[config.mk]
export PLATFORM = sky130hd
export DESIGN_NAME = quad_dac_regs
export DESIGN_NICKNAME = d
export VERILOG_FILES = /design/src/rtl/dacreg_pkg.sv /design/src/rtl/dacreg_sync.sv /design/src/rtl/dacreg_decode.sv /design/src/rtl/dacreg_bank.sv /design/src/rtl/quad_dac_regs.sv
export SDC_FILE = /design/constraint.sdc
export NUM_CORES = 1
export LEC_CHECK = 0
export BUFFER_PORTS_ARGS = -buffer_cell sky130_fd_sc_hd__buf_2
export CORE_UTILIZATION = 55
export DETAILED_ROUTE_END_ITERATION = 8
export PLACE_DENSITY = 0.85
export REMOVE_ABC_BUFFERS = 1
export SETUP_SLACK_MARGIN = 0.02
export SYNTH_ARGS = -nofsm -noshare
export SYNTH_HDL_FRONTEND = slang
export SYNTH_SLANG_ARGS = --single-unit
export TNS_END_PERCENT = 50
[constraint.sdc]
create_clock -name clk -period 5.5 [get_ports clk]
set_input_delay 1.375 -clock clk [delete_from_list [all_inputs] [get_ports clk]]
set_output_delay 1.375 -clock clk [all_outputs]
set_load 0.02 [all_outputs]
[src/rtl/dacreg_pkg.sv]
package dacreg_pkg;

    localparam int ADDR_W    = 16;
    localparam int DATA_W    = 16;
    localparam int CODE_W    = 12;
    localparam int NUM_CH    = 4;
    localparam int CH_IDX_W  = $clog2(NUM_CH);
    localparam int CH_STRIDE = 2;

    localparam logic [ADDR_W-1:0] CH_BASE   = 16'h4100;
    localparam logic [ADDR_W-1:0] XFER_ADDR = 16'h47FF;

    typedef logic [CODE_W-1:0] code_t;

    typedef enum logic [1:0] {
        TGT_NONE = 2'd0,
        TGT_CHAN = 2'd1,
        TGT_XFER = 2'd2
    } tgt_e;

    typedef struct packed {
        tgt_e                tgt;
        logic [CH_IDX_W-1:0] ch;
    } dec_t;

    // Map a bus word address to the register it selects.
    function automatic dec_t decode_addr(input logic [ADDR_W-1:0] a);
        dec_t d;
        d.tgt = TGT_NONE;
        d.ch  = '0;
        if (a == XFER_ADDR) begin
            d.tgt = TGT_XFER;
        end
        for (int i = 0; i < NUM_CH; i++) begin
            if (a == CH_BASE + ADDR_W'(i * CH_STRIDE)) begin
                d.tgt = TGT_CHAN;
                d.ch  = CH_IDX_W'(i);
            end
        end
        return d;
    endfunction

    function automatic logic [DATA_W-1:0] zext_code(input code_t c);
        return {{(DATA_W-CODE_W){1'b0}}, c};
    endfunction

endpackage

[src/rtl/dacreg_sync.sv]
module dacreg_sync
    import dacreg_pkg::*;
#(
    parameter int STAGES = 2
) (
    input  logic clk,
    input  logic rst,
    input  logic cs_n,
    input  logic wr_n,
    input  logic rd_n,
    output logic cs_act,
    output logic rd_act,
    output logic wr_pulse
);
    localparam int NSIG = 3;

    logic [NSIG-1:0] chain [STAGES];
    logic            wr_prev;
    logic [NSIG-1:0] synced;

    always_ff @(posedge clk) begin
        if (rst) begin
            for (int s = 0; s < STAGES; s++) chain[s] <= '1;
            wr_prev <= 1'b1;
        end else begin
            chain[0] <= {rd_n, wr_n, cs_n};
            for (int s = 1; s < STAGES; s++) chain[s] <= chain[s-1];
            wr_prev <= chain[STAGES-1][1];
        end
    end

    assign synced   = chain[STAGES-1];
    assign cs_act   = ~synced[0];
    assign rd_act   = ~synced[2];
    assign wr_pulse = synced[1] & ~wr_prev;

    // One capture per strobe edge.
    assert_single_capture_R10: assert property (@(posedge clk) disable iff (rst)
        wr_pulse |=> !wr_pulse);

endmodule

[src/rtl/dacreg_decode.sv]
module dacreg_decode
    import dacreg_pkg::*;
(
    input  logic [ADDR_W-1:0] addr,
    output dec_t              dec
);
    always_comb begin
        dec = decode_addr(addr);
    end
endmodule

[src/rtl/dacreg_bank.sv]
module dacreg_bank
    import dacreg_pkg::*;
(
    input  logic                     clk,
    input  logic                     rst,
    input  logic                     wr_en,
    input  dec_t                     dec,
    input  code_t                    wcode,
    input  logic                     wbit0,
    output logic [NUM_CH-1:0][CODE_W-1:0] hold,
    output logic [NUM_CH-1:0][CODE_W-1:0] outs,
    output logic                     ctl,
    output logic                     load
);
    always_ff @(posedge clk) begin
        if (rst) begin
            hold <= '0;
            outs <= '0;
            ctl  <= 1'b0;
            load <= 1'b0;
        end else begin
            load <= 1'b0;
            if (wr_en) begin
                unique case (dec.tgt)
                    TGT_CHAN: begin
                        hold[dec.ch] <= wcode;
                        if (!ctl) begin
                            outs[dec.ch] <= wcode;
                            load         <= 1'b1;
                        end
                    end
                    TGT_XFER: begin
                        ctl <= wbit0;
                        if (ctl && !wbit0) begin
                            outs <= hold;
                            load <= 1'b1;
                        end
                    end
                    default: ;
                endcase
            end
        end
    end

    assert_reset_clear_R1: assert property (@(posedge clk) disable iff (rst)
        $past(rst) |-> (outs == '0 && hold == '0 && !ctl && !load));

    assert_hold_while_armed_R5: assert property (@(posedge clk) disable iff (rst)
        ($past(ctl) && ctl) |-> $stable(outs));

    assert_commit_all_R6: assert property (@(posedge clk) disable iff (rst)
        $fell(ctl) |-> (load && outs == $past(hold)));

    assert_pulse_width_R6: assert property (@(posedge clk) disable iff (rst)
        load |=> !load);

    assert_change_needs_load_R7: assert property (@(posedge clk) disable iff (rst)
        !$stable(outs) |-> load);

endmodule

[src/rtl/quad_dac_regs.sv]
module quad_dac_regs
    import dacreg_pkg::*;
(
    input  logic        clk,
    input  logic        rst,
    input  logic        bus_cs_n,
    input  logic        bus_wr_n,
    input  logic        bus_rd_n,
    input  logic [15:0] bus_addr,
    input  logic [15:0] bus_wdata,
    output logic [15:0] bus_rdata,
    output logic [11:0] dac_code_a,
    output logic [11:0] dac_code_b,
    output logic [11:0] dac_code_c,
    output logic [11:0] dac_code_d,
    output logic        dac_load
);
    logic cs_act, rd_act, wr_pulse;
    dec_t dec;
    logic [NUM_CH-1:0][CODE_W-1:0] hold, outs;
    logic ctl;
    logic [DATA_W-1:0] rd_val;
    logic unused_hi;

    assign unused_hi = ^bus_wdata[DATA_W-1:CODE_W];

    dacreg_sync #(.STAGES(2)) u_sync (
        .clk     (clk),
        .rst     (rst),
        .cs_n    (bus_cs_n),
        .wr_n    (bus_wr_n),
        .rd_n    (bus_rd_n),
        .cs_act  (cs_act),
        .rd_act  (rd_act),
        .wr_pulse(wr_pulse)
    );

    dacreg_decode u_dec (
        .addr(bus_addr),
        .dec (dec)
    );

    dacreg_bank u_bank (
        .clk  (clk),
        .rst  (rst),
        .wr_en(wr_pulse & cs_act),
        .dec  (dec),
        .wcode(bus_wdata[CODE_W-1:0]),
        .wbit0(bus_wdata[0]),
        .hold (hold),
        .outs (outs),
        .ctl  (ctl),
        .load (dac_load)
    );

    always_comb begin
        unique case (dec.tgt)
            TGT_CHAN: rd_val = zext_code(hold[dec.ch]);
            TGT_XFER: rd_val = {{(DATA_W-1){1'b0}}, ctl};
            default:  rd_val = '0;
        endcase
    end

    always_ff @(posedge clk) begin
        if (rst) bus_rdata <= '0;
        else     bus_rdata <= (rd_act && cs_act) ? rd_val : '0;
    end

    assign dac_code_a = outs[0];
    assign dac_code_b = outs[1];
    assign dac_code_c = outs[2];
    assign dac_code_d = outs[3];

    assert_idle_read_zero_R11: assert property (@(posedge clk) disable iff (rst)
        !(rd_act && cs_act) |=> (bus_rdata == '0));

    assert_undecoded_read_zero_R9: assert property (@(posedge clk) disable iff (rst)
        (rd_act && cs_act && dec.tgt == TGT_NONE) |=> (bus_rdata == '0));

    assert_upper_read_zero_R2: assert property (@(posedge clk) disable iff (rst)
        (rd_act && cs_act && dec.tgt == TGT_CHAN) |=> (bus_rdata[15:12] == 4'h0));

endmodule

After elaboration in Yosys (flattened, before gate mapping)
Memory sizes are Yosys's and may differ from the RTL's.
Cells that the tools add are included.

storage, ports and cells
  flip-flop bits (word level) = 115
  bits in writable memories = 6
  output and inout port bits = 65
  word-level logic and storage cells = 66
  memories = 1

memories
  name          depth  bits a word  read ports  clocked after Yosys merged registers in  write ports  RTL line           RTL
  u_sync.chain  2      3            2           0                                        2            dacreg_sync.sv:17  logic [NSIG-1:0] chain [STAGES];

operators by class
  $lt $le $gt $ge = 2
  equal/unequal tests = 9
  muxes and demuxes = 23
  bitwise operators = 9
  reductions and logical operators = 10

operators with widths
  operator                                                                             number
  48-bit bitwise mux                                                                   2
  48-bit 2-to-1 mux                                                                    2
  48-bit case mux with 2 select lines                                                  1
  16-bit by 15-bit == test with 1-bit output, second input constant                    5
  12-bit binary-select mux with 2-bit select                                           1
  12-bit demux with 2-bit select                                                       1
  12-bit 2-to-1 mux                                                                    2
  12-bit case mux with 2 select lines                                                  1
  4-bit 2-to-1 mux                                                                     4
  3-bit 2-to-1 mux                                                                     2
  1-bit 2-to-1 mux                                                                     5
  1-bit NOT                                                                            5
  2-bit AND reduction                                                                  2
  4-bit AND reduction                                                                  1
  2-bit OR reduction                                                                   2
  1-bit logical AND                                                                    3
  2-bit by 3-bit less-than comparator with 1-bit output, second input constant         1
  1-bit bitwise AND                                                                    2
  2-bit by 1-bit == test with 1-bit output, second input constant                      1
  2-bit == test, second input constant                                                 1
  2-bit by 1-bit greater-or-equal comparator with 1-bit output, second input constant  1
  2-bit 2-to-1 mux                                                                     1
  2-bit by 1-bit inequality test with 1-bit output, second input constant              1
  2-bit inequality test, second input constant                                         1
  other kinds (4)                                                                      5

Longest topological paths before layout
Gate-level depths: netlist (run 1).

  depth in word-level cells = 13
  depth in mapped cells = 13
  mapped depth without buffers = 10

Hierarchy
Synthesis (run 1) repeated with hierarchy kept, for this count alone.

second synthesis, totals
  cells, all modules = 634
  area, all modules = 5934.4 µm²

modules (own cells, without submodules)
  module         instances  cells each  area each (µm²)
  dacreg_bank    1          549         4928.5
  quad_dac_regs  1          55          711.9
  dacreg_sync    1          17          197.7
  dacreg_decode  1          13          96.3

Least setup slack after synthesis (run 1)
OpenSTA, ideal clock, no wires.

  path kind = input-to-reg
  start point = input bus_addr[11]
  end point = register u_bank.outs[33] (netlist bit)
  setup time = 119 ps
  arrival time = 4313 ps
  slack = 1068 ps
  stages on the path = 11
  cell sequence = nor4bb_1 -> nand2_1 -> or4_1 -> ha_1 -> or4b_4 -> or4_4 -> buf_6 -> buf_12 -> nor2_2 -> nor2_1 -> o221a_2

between the ends
  word-level cells in the longest chain between the ends = 11

ends and longest elaborated chain
  item                                                                                                                                                         RTL line            RTL
  start, declared                                                                                                                                              quad_dac_regs.sv:9  input logic [15:0] bus_addr,
  16-bit by 15-bit == test with 1-bit output                                                                                                                   dacreg_pkg.sv:35    if (a == CH_BASE + ADDR_W'(i * CH_STRIDE)) begin
  4-bit 2-to-1 mux (2 in series)                                                                                                                               dacreg_pkg.sv:35
  4-bit 2-to-1 mux (*)                                                                                                                                         dacreg_pkg.sv:35
  2-bit by 3-bit less-than comparator with 1-bit output (implied by the code) or 2-bit by 1-bit greater-or-equal comparator with 1-bit output (tied branches)  dacreg_bank.sv:28   outs[dec.ch] <= wcode;
  1-bit logical AND (implied by the code)                                                                                                                      dacreg_bank.sv:28
  12-bit 2-to-1 mux (implied by the code)                                                                                                                      dacreg_bank.sv:28
  12-bit demux with 2-bit select                                                                                                                               n/a
  48-bit bitwise mux                                                                                                                                           dacreg_bank.sv:28
  48-bit 2-to-1 mux                                                                                                                                            dacreg_bank.sv:27   if (!ctl) begin
  48-bit case mux with 2 select lines                                                                                                                          dacreg_bank.sv:24   unique case (dec.tgt)
  end signal, assigned by index                                                                                                                                dacreg_bank.sv:28
  end signal, assigned                                                                                                                                         dacreg_bank.sv:35   outs <= hold;
  end, declared                                                                                                                                                dacreg_bank.sv:11   output logic [NUM_CH-1:0][CODE_W-1:0] outs,

Every way passes the cells marked *; elsewhere a longest branch is shown, timed or not. The select of a mux whose other input is x is not followed.
A chain may end at the register's enable or synchronous reset.

Worst setup path in the final report (run 1)
  start point = input bus_addr[11]
  end point = register u_bank.outs[13] (netlist bit)

The elaborated chain is that of the path after synthesis.

==> reports/metrics.cfg, run 1 <==
[outcome]
outcome=complete, but fails checks
violations=design-rule violations

[synth]
postSynthAreaPerCell_um2=9.12
synth_cell_type_count=47
synthTopCellsByArea=dfxtp_1 46%, mux2i_1 7.2%, nor2_1 6.2%, nand2_1 5.1%, mux2_2 5.1%
synth_top_area_share=0.457
syn_area_um2=5120
synth_common_cells=117 x dfxtp_1, 85 x nor2_1, 70 x nand2_1
syn_inst=562
yosysTopAreaCell=dfxtp_1
synth-main-ff-cell=dfxtp_1
yosysWarnings=0
seq_area_frac_synth=0.457
ys_seq_elements=117
ys_async_sr_fraction=0
synth_most_common_cell=dfxtp_1
synth_edf_count=0

[detailed_routing]
top_layer=met4
vias_per_cell=6.09
dr.first_iter.drc_count=576
avgRoutedWirePerCell_um=18.8
first_pass_iters=9
via_count=4599
wl_met3_um=1390
wl_met1_um=5480
drc_errors=11
wl_met2_um=6770
drt-total-wl_um=14200
ant_nets=0

[power]
peakVddDrop_v=0.000151
p_leak_nw=2.65
pwr_density_cell_nw_per_um2=341
p_total_mw=2.09

[cts]
clock-sinks=117
hold_buffers=0
h-tree-depth=4
path_clk_slew_ps=60
cts-root-buf=clkbuf_8
numCtsBuffers=17
clock_latency_ps=520
cts_max_path_buffers=2
cts_tree=built
cts_setup_buffers=0
cts_resized=0

[layout]
layout.nets=673
drive_gt1_frac=0.335
area_growth_pct=19.5
num_antenna_cells=0
final_area_um2=6120

[sta]
timing.final.crit_share=0.844
setup-tns-final_ps=0
relSlewSlack=0.242
grt_setup_unrepaired=false
fin_crit_ps=4640
tightestPinTransition_ps=1130
fmax_mhz=215
clock_skew_ps=6.81
slew_viol_final=0
hold_viol=0
setup_viol=0

[worst_setup_path]
cp_max_fo=23
crit_required_ps=5960
cp-end-kind=register
r2r_slack_ps=3050
arrival_ps=5110
start_kind=input pin
path_class=in2reg

[place]
portBuffers=93
place_area_um2=5490
gp_congestion=0.931
dp_hpwl_um=8720

[floorplanning]
io_pins=102
num_rows=34
die_height_um=98.5
initial_utilization=0.576
die_x_um=98.5
coreArea_um2=8890
die_area_um2=9710

[global_routing]
grt_pass1_vias=4398
gr-total-overflow=0
grt_antenna_before_repair=0
grt_pass1_wl_um=22800
grt_max_degree=84
grt_use_total=0.304

[hold_path]
hp-class=reg2reg

[job]
maxCapViolCount=0

[per-layer routing]
metal,track usage,up-vias
li1,-,2104
met1,0.372,2106
met2,0.505,314
met3,0.0709,75
met4,0.150,0
met5,0,-
[placed cells by master (no fill, tap or decap), types with 5 or more instances in the layout]
cell type	Yosys	routed
dfxtp_1	117	117
a21oi_1	36	36
a22oi_1	11	11
mux2i_1	37	37
nand2_1	70	70
buf_2	7	93
inv_1	7	7
o22ai_1	12	12
nor3_1	16	16
buf_4	14	11
clkbuf_16	0	16
or2_2	7	7
nor4_1	6	6
o221a_2	23	23
mux2_2	23	23
nor2_2	18	18
nand3_1	5	5
nor2_1	85	85
[worst max-delay path, stage by stage]
cell and delay, ps:
buf_2 100, nor4bb_1 450, nand2_1 230, or4_1 590, ha_1 320, or4b_4 540, or4_4 710, nand2_1 470
o221a_2 310
[worst paths after layout]
path / to / from / depth (start not counted)
max reg2reg: u_bank.outs[13] / u_sync.chain[0][3] / 4
min reg2reg: u_sync.chain[0][5] / u_sync.chain[0][2] / 1
min: u_sync.chain[0][5] / u_sync.chain[0][2] / 1
max: u_bank.outs[13] / bus_addr[11] / 9
[layout make-up]
type	instances	area, µm²
fillers	644	2770
multi-input cells	387	2440
flip-flops and latches	117	2340
repair buffers	104	548
clock buffers	21	459
clock inverters	11	173
well taps	108	135
inverters	7	26.3
[kinds of logic (layout without fill, tap and decap cells)]
family,after synthesis,in the layout,synth area share
AOI/OAI and AO/OA,94,94,0.135
DFF,117,117,0.457
other,1,4,0.000732
buffers and inverters,61,143,0.0701
muxes,60,60,0.123
adders and majority gates,2,2,0.00488
and+or+nand+nor,227,227,0.209
[registers in the layout (all words and copies together), names as in the netlist]
signal and flops:
u_bank.hold 48, u_bank.outs 48, bus_rdata 12, u_sync.chain 6, u_bank.ctl 1, u_bank.load 1, u_sync.wr_prev 1
[per-stage QoR]
| step | std cells | utilization | hold slack (ps) | setup slack [ps] |
|---|---|---|---|---|
| floorplan | 511 | - | 389 | 876 |
| global placement | 723 | 0.618 | 393 | 428 |
| detailed placement | 723 | 0.618 | 402 | 432 |
| CTS | 755 | 0.689 | 414 | 953 |
| global route | 755 | 0.689 | 432 | 739 |
| finish | 755 | 0.689 | 413 | 857 |
[where the power goes]
| group | internal (mW) | switching, mW |
|---|---|---|
| clock network | 0.774 | 0.396 |
| logic | 0.0213 | 0.0440 |
| registers | 0.850 | 0.000906 |
| total | 1.65 | 0.441 |
No activity file was read; power rests on OpenSTA's default activity.
==> inputs of run 2 (changes only) <==
==> constraint.sdc (replaced) <==
create_clock -name clk -period 4.73 [get_ports clk]
set_input_delay 1.1825 -clock clk [delete_from_list [all_inputs] [get_ports clk]]
set_output_delay 1.1825 -clock clk [all_outputs]
set_load 0.02 [all_outputs]
==> run 2 against run 1 <==
Compared with the run above:
- the run still ends with design-rule violations left
- power up 17%
- first-iteration DRC count down 22%
- sequential power up 16%
- routed wire length down 2.7%
- global-route usage down 1.1 points
- die area unchanged
- non-clock buffer count up 10
- critical path depth up 1
- flip-flop and latch count unchanged
- critical endpoint is now u_bank.outs[7]
- largest power group unchanged
==> reports/metrics.cfg, run 2 (synthesized netlist as in run 1, its figures left out) <==
[sta]
grt_setup_unrepaired=false  ; unchanged
setup_viol=0  ; unchanged
relSlewSlack=0.221  ; was 0.242
tightestPinTransition_ps=1170  ; was 1130 ps
slew_viol_final=0  ; unchanged
setup-tns-final_ps=0  ; unchanged
fin_crit_ps=4090
clock_skew_ps=5.69  ; was 6.81 ps
hold_viol=0  ; unchanged
timing.final.crit_share=0.866
fmax_mhz=244

[cts]
cts_max_path_buffers=2  ; unchanged
h-tree-depth=4  ; unchanged
clock_latency_ps=510  ; was 520 ps
path_clk_slew_ps=60  ; about the same
cts-root-buf=clkbuf_8  ; unchanged
hold_buffers=0  ; unchanged
clock-sinks=117  ; unchanged
cts_tree=built  ; unchanged
numCtsBuffers=17  ; unchanged
cts_setup_buffers=0  ; unchanged
cts_resized=0  ; unchanged

[detailed_routing]
avgRoutedWirePerCell_um=18.1  ; was 18.8 µm
vias_per_cell=6.06  ; was 6.09
dr.first_iter.drc_count=452  ; was 576
drc_errors=10  ; was 11
via_count=4639  ; was 4599
ant_nets=0  ; unchanged
first_pass_iters=7  ; was 9
drt-total-wl_um=13800  ; was 14200 µm

[power]
internal-power_mw=1.93  ; was 1.65 mW
peakVddDrop_v=0.000200  ; was 0.000151 V
pwr_density_cell_nw_per_um2=392  ; was 341 nW/µm²
seq_power_share=0.407  ; was 0.408
p_leak_nw=2.70  ; was 2.65 nW
p_sw_uw=499  ; was 441 µW
combPwrFrac=0.031  ; about the same
switching_share=0.205  ; was 0.211
clockPowerShare=0.562  ; was 0.561

[floorplanning]
initial_utilization=0.576  ; unchanged
io_pins=102  ; unchanged
die_area_um2=9710  ; unchanged
die_height_um=98.5  ; unchanged
coreArea_um2=8890  ; unchanged
die_x_um=98.5  ; unchanged
num_rows=34  ; unchanged

[place]
dp_hpwl_um=8930  ; was 8720 µm
dp.cells=733  ; was 723
gp_congestion=0.903  ; was 0.931
portBuffers=93  ; unchanged

[worst_setup_path]
start_kind=input pin  ; unchanged
cp-end-kind=register  ; unchanged
r2r_start=u_sync.chain[0][3]  ; unchanged
crit_end=u_bank.outs[7]  ; was u_bank.outs[13]
r2r_slack_ps=2420  ; was 3050 ps
r2r-end=u_bank.outs[7]  ; was u_bank.outs[13]
arrival_ps=4470  ; was 5110 ps
reg2reg_depth=5  ; was 4
cp-startpoint=bus_addr[11]  ; unchanged
path_class=in2reg  ; unchanged
crit_required_ps=5100  ; was 5960 ps
cp_max_fo=23  ; unchanged

[global_routing]
grt_pass1_wl_um=22200  ; was 22800 µm
grt_antenna_before_repair=0  ; unchanged
grt_pass1_vias=4621  ; was 4398
grt_max_degree=60  ; was 84
grt_use_total=0.293  ; was 0.304
gr-total-overflow=0  ; unchanged

[layout]
largestRegisters=u_bank.hold x48, u_bank.outs x48, bus_rdata x12  ; unchanged
area_growth_pct=21.1  ; was 19.5%
num_antenna_cells=0  ; unchanged
final_util=0.698  ; was 0.689
final_common_cell=dfxtp_1  ; unchanged
layout.nets=683  ; was 673
layout_common_cells=117 x dfxtp_1, 93 x buf_2, 85 x nor2_1  ; unchanged
stdcell_count=765  ; was 755
drive_gt1_frac=0.346  ; was 0.335

[hold_path]
hp-class=reg2reg  ; unchanged

[job]
maxCapViolCount=0  ; unchanged

[outcome]
violations=design-rule violations  ; unchanged
outcome=complete, but fails checks  ; unchanged

run 2: changes by cell type in the layout (fill, tap and decap cells not counted):
cell        before  now
inv_6            1    0
clkinv_2         2    3
buf_4           11   21
clkbuf_8         4    2
clkinv_4         3    2
clkinvlp_4       1    3
bufinv_16        4    5
run 2: through the flow:
step                power, mW  area [µm²]  setup WS [ps]  hold WS (ps)
global route             2.49        6200            481           424
detailed placement       1.08        5570            170           401
global placement         1.08        5570            190           391
floorplan                1.03        4800            299           389
CTS                      2.43        6200            662           415
finish                   2.43        6200            635           413
run 2: layout make-up:
class	instances	area [µm²]
fillers	626	2690
multi-input cells	387	2440
flip-flops and latches	117	2340
repair buffers	114	623
clock buffers	19	432
clock inverters	13	205
well taps	108	135
inverters	7	26.3
run 2: layer usage:
layer	up-vias	share of wire	GRT usage
met3	55	0.076	0.0809
met2	250	0.48	0.484
met5	-	0	0
met1	2213	0.41	0.347
met4	0	0.039	0.162
li1	2121	-	-
run 2: critical path, cell delays in order:
cell and delay, ps:
buf_2 100, nor4bb_1 340, nand2_1 120, or4_1 580
ha_1 330, or4b_4 540, or4_4 710, buf_4 270
o22ai_1 200, nor3_1 70
run 2: worst min-delay path by stage:
stage	from	end	slack [ps]	cells past startpoint
2_1_floorplan	u_sync.chain[0][0]	u_sync.chain[0][3]	390	1
5_1_grt	u_sync.chain[0][0]	u_sync.chain[0][3]	420	1
3_3_place_gp	u_sync.chain[0][1]	u_sync.chain[0][4]	390	1
6_report	u_sync.chain[0][0]	u_sync.chain[0][3]	410	1
3_5_place_dp	u_sync.chain[0][0]	u_sync.chain[0][3]	400	1
4_1_cts	u_sync.chain[0][0]	u_sync.chain[0][3]	410	1
run 2: power groups by stage:
stage / logic, mW / registers [mW] / clock network, mW
3_5_place_dp: 0.0732 / 1.01 / 0
3_3_place_gp: 0.0710 / 1.01 / 0
6_report: 0.0761 / 0.990 / 1.37
5_1_grt: 0.0810 / 0.990 / 1.42
2_1_floorplan: 0.0234 / 1.01 / 0
4_1_cts: 0.0741 / 0.990 / 1.37
==> inputs of run 3 (changes only) <==
==> constraint.sdc (replaced) <==
create_clock -name clk -period 4.73 [get_ports clk]
set_input_delay 0.2365 -clock clk [delete_from_list [all_inputs] [get_ports clk]]
set_output_delay 0.2365 -clock clk [all_outputs]
set_load 0.02 [all_outputs]
==> run 3 against run 2 <==
Compared with the run above:
- the flow still finishes with violations (design-rule violations)
- routed wire length up 1.3%
- sequential power about the same
- flip-flop and latch count unchanged
- critical path depth down 1
- final area down 0.48%
- fmax up 20%
- first-iteration DRC count up 17%
- critical path type unchanged
- critical endpoint is now u_bank.outs[15]
- largest power group unchanged
==> reports/metrics.cfg, run 3 (synthesized netlist as in run 1, its figures left out) <==
[detailed_routing]
vias_per_cell=6.13  ; was 6.06
dr.first_iter.drc_count=530  ; was 452
via_count=4636  ; was 4639
drc_errors=8  ; was 10
drt-total-wl_um=14000  ; was 13800 µm
first_pass_iters=9  ; was 7
ant_nets=0  ; unchanged
avgRoutedWirePerCell_um=18.5  ; was 18.1 µm

[layout]
fillers=600  ; was 626
num_antenna_cells=0  ; unchanged
layout.nets=674  ; was 683
final_area_um2=6170  ; was 6200 µm²
area_growth_pct=20.5  ; was 21.1%
final_common_cell=dfxtp_1  ; unchanged
largestRegisters=u_bank.hold x48, u_bank.outs x48, bus_rdata x12  ; unchanged
drive_gt1_frac=0.332  ; was 0.346
layout_common_cells=117 x dfxtp_1, 93 x buf_2, 85 x nor2_1  ; unchanged

[outcome]
violations=design-rule violations  ; unchanged
outcome=complete, but fails checks  ; unchanged

[worst_setup_path]
cp_max_fo=16  ; was 23
r2r-end=u_bank.hold[19]  ; was u_bank.outs[7]
arrival_ps=3880  ; was 4470 ps
r2r_slack_ps=2370  ; was 2420 ps
path_class=in2reg  ; unchanged
reg2reg_depth=5  ; unchanged
start_kind=input pin  ; unchanged
cp-end-kind=register  ; unchanged
r2r_start=u_sync.chain[0][4]  ; was u_sync.chain[0][3]
crit_required_ps=5200  ; was 5100 ps

[hold_path]
hold_depth=3  ; was 1
min_delay_worst_endpoint=u_bank.hold[30]  ; was u_sync.chain[0][3]
hp-class=in2reg  ; was reg2reg
min-delay-start=bus_wdata[6]  ; was u_sync.chain[0][0]

[sta]
relSlewSlack=0.226  ; was 0.221
setup-tns-final_ps=0  ; unchanged
fin_crit_ps=3410  ; was 4090 ps
grt_setup_unrepaired=false  ; unchanged
slew_viol_final=0  ; unchanged
fmax_mhz=294  ; was 244 MHz
setup_viol=0  ; unchanged
timing.final.crit_share=0.720  ; was 0.866
tightestPinTransition_ps=1160  ; was 1170 ps
hold_viol=0  ; unchanged
clock_skew_ps=7.42  ; was 5.69 ps

[floorplanning]
die_x_um=98.5  ; unchanged
die_area_um2=9710  ; unchanged
coreArea_um2=8890  ; unchanged
num_rows=34  ; unchanged
die_height_um=98.5  ; unchanged
io_pins=102  ; unchanged
initial_utilization=0.576  ; unchanged

[power]
clockPowerShare=0.575  ; was 0.562
switching_share=0.211  ; was 0.205
pwr_density_cell_nw_per_um2=407  ; was 392 nW/µm²
internal-power_mw=1.98  ; was 1.93 mW
p_sw_uw=529  ; was 499 µW
combPwrFrac=0.031  ; about the same
p_leak_nw=2.67  ; was 2.70 nW
seq_power_share=0.394  ; was 0.407
peakVddDrop_v=0.000187  ; was 0.000200 V

[place]
portBuffers=93  ; unchanged
place_area_um2=5480  ; was 5570 µm²
gp_congestion=0.959  ; was 0.903
dp_hpwl_um=8540  ; was 8930 µm

[cts]
hold_buffers=3  ; was 0
cts_resized=0  ; unchanged
cts_max_path_buffers=2  ; unchanged
clock-sinks=117  ; unchanged
cts-root-buf=clkbuf_8  ; unchanged
cts_tree=built  ; unchanged
clock_latency_ps=530  ; was 510 ps
cts_setup_buffers=0  ; unchanged
h-tree-depth=4  ; unchanged
numCtsBuffers=17  ; unchanged
path_clk_slew_ps=60  ; about the same

[job]
maxCapViolCount=0  ; unchanged

[global_routing]
grt_use_total=0.300  ; was 0.293
grt_pass1_vias=4505  ; was 4621
grt_pass1_wl_um=22500  ; was 22200 µm
grt_antenna_before_repair=0  ; unchanged
gr-total-overflow=0  ; unchanged
grt_max_degree=80  ; was 60

## run 3: changes by cell type in the layout (fill, tap and decap cells not counted), moves of 2 or more
cell / before / now
inv_6: 0 / 2
dlygate4sd3_1: 0 / 3
clkinv_4: 2 / 5
clkinvlp_4: 3 / 1
buf_4: 21 / 9
clkinv_2: 3 / 0
## run 3: layout make-up
type / instances / area, µm² / area share
clock buffers: 18 / 418 / 0.0677
clock inverters: 14 / 249 / 0.0403
multi-input cells: 387 / 2440 / 0.395
repair buffers: 105 / 563 / 0.0912
inverters: 7 / 26.3 / 0.00426
well taps: 108 / 135 / 0.0219
flip-flops and latches: 117 / 2340 / 0.379
## run 3: power groups by stage
stage | Sequential (mW) | Combinational [mW] | Clock [mW]
floorplan | 1.01 | 0.0234 | 0
detailed placement | 1.01 | 0.0723 | 0
CTS | 0.989 | 0.0745 | 1.45
global placement | 1.01 | 0.0693 | 0
finish | 0.989 | 0.0773 | 1.45
global route | 0.989 | 0.0821 | 1.50
## run 3: worst max-delay path, stage by stage
cell,delay [ps]
buf_2,100
nor4bb_1,440
nand2_1,230
or4_1,600
ha_1,320
or4b_4,540
or4_4,650
nand2_1,450
o221a_2,290
## run 3: stage by stage
stage               std cells  power [mW]  hold slack, ps  setup slack (ps)  utilization
floorplan                 511        1.03             305              1240            -
global placement          721        1.08             394               865        0.616
detailed placement        721        1.08             400               842        0.616
CTS                       756        2.51            32.6              1370        0.694
global route              756        2.57            40.1              1150        0.694
finish                    756        2.51            48.0              1320        0.694
## run 3: routing by layer
layer  global-route usage  vias up  part of all wire
li1                     -     2112                 -
met3               0.0872       51             0.088
met2                0.486      288              0.49
met1                0.359     2185              0.40
met5                    0        -                 0
met4                0.165        0             0.031
## run 3: worst max-delay path by stage
| stage | cells past startpoint | start | endpoint | slack, ps |
|---|---|---|---|---|
| after CTS | 9 | bus_addr[11] | u_bank.outs[15] | 1370 |
| final | 9 | bus_addr[11] | u_bank.outs[15] | 1320 |
| after detailed placement | 9 | bus_addr[11] | u_bank.outs[16] | 840 |
| after floorplan | 8 | bus_addr[11] | u_bank.outs[24] | 1240 |
| after global routing | 9 | bus_addr[11] | u_bank.outs[32] | 1150 |
| after global placement | 9 | bus_addr[11] | u_bank.outs[32] | 870 |
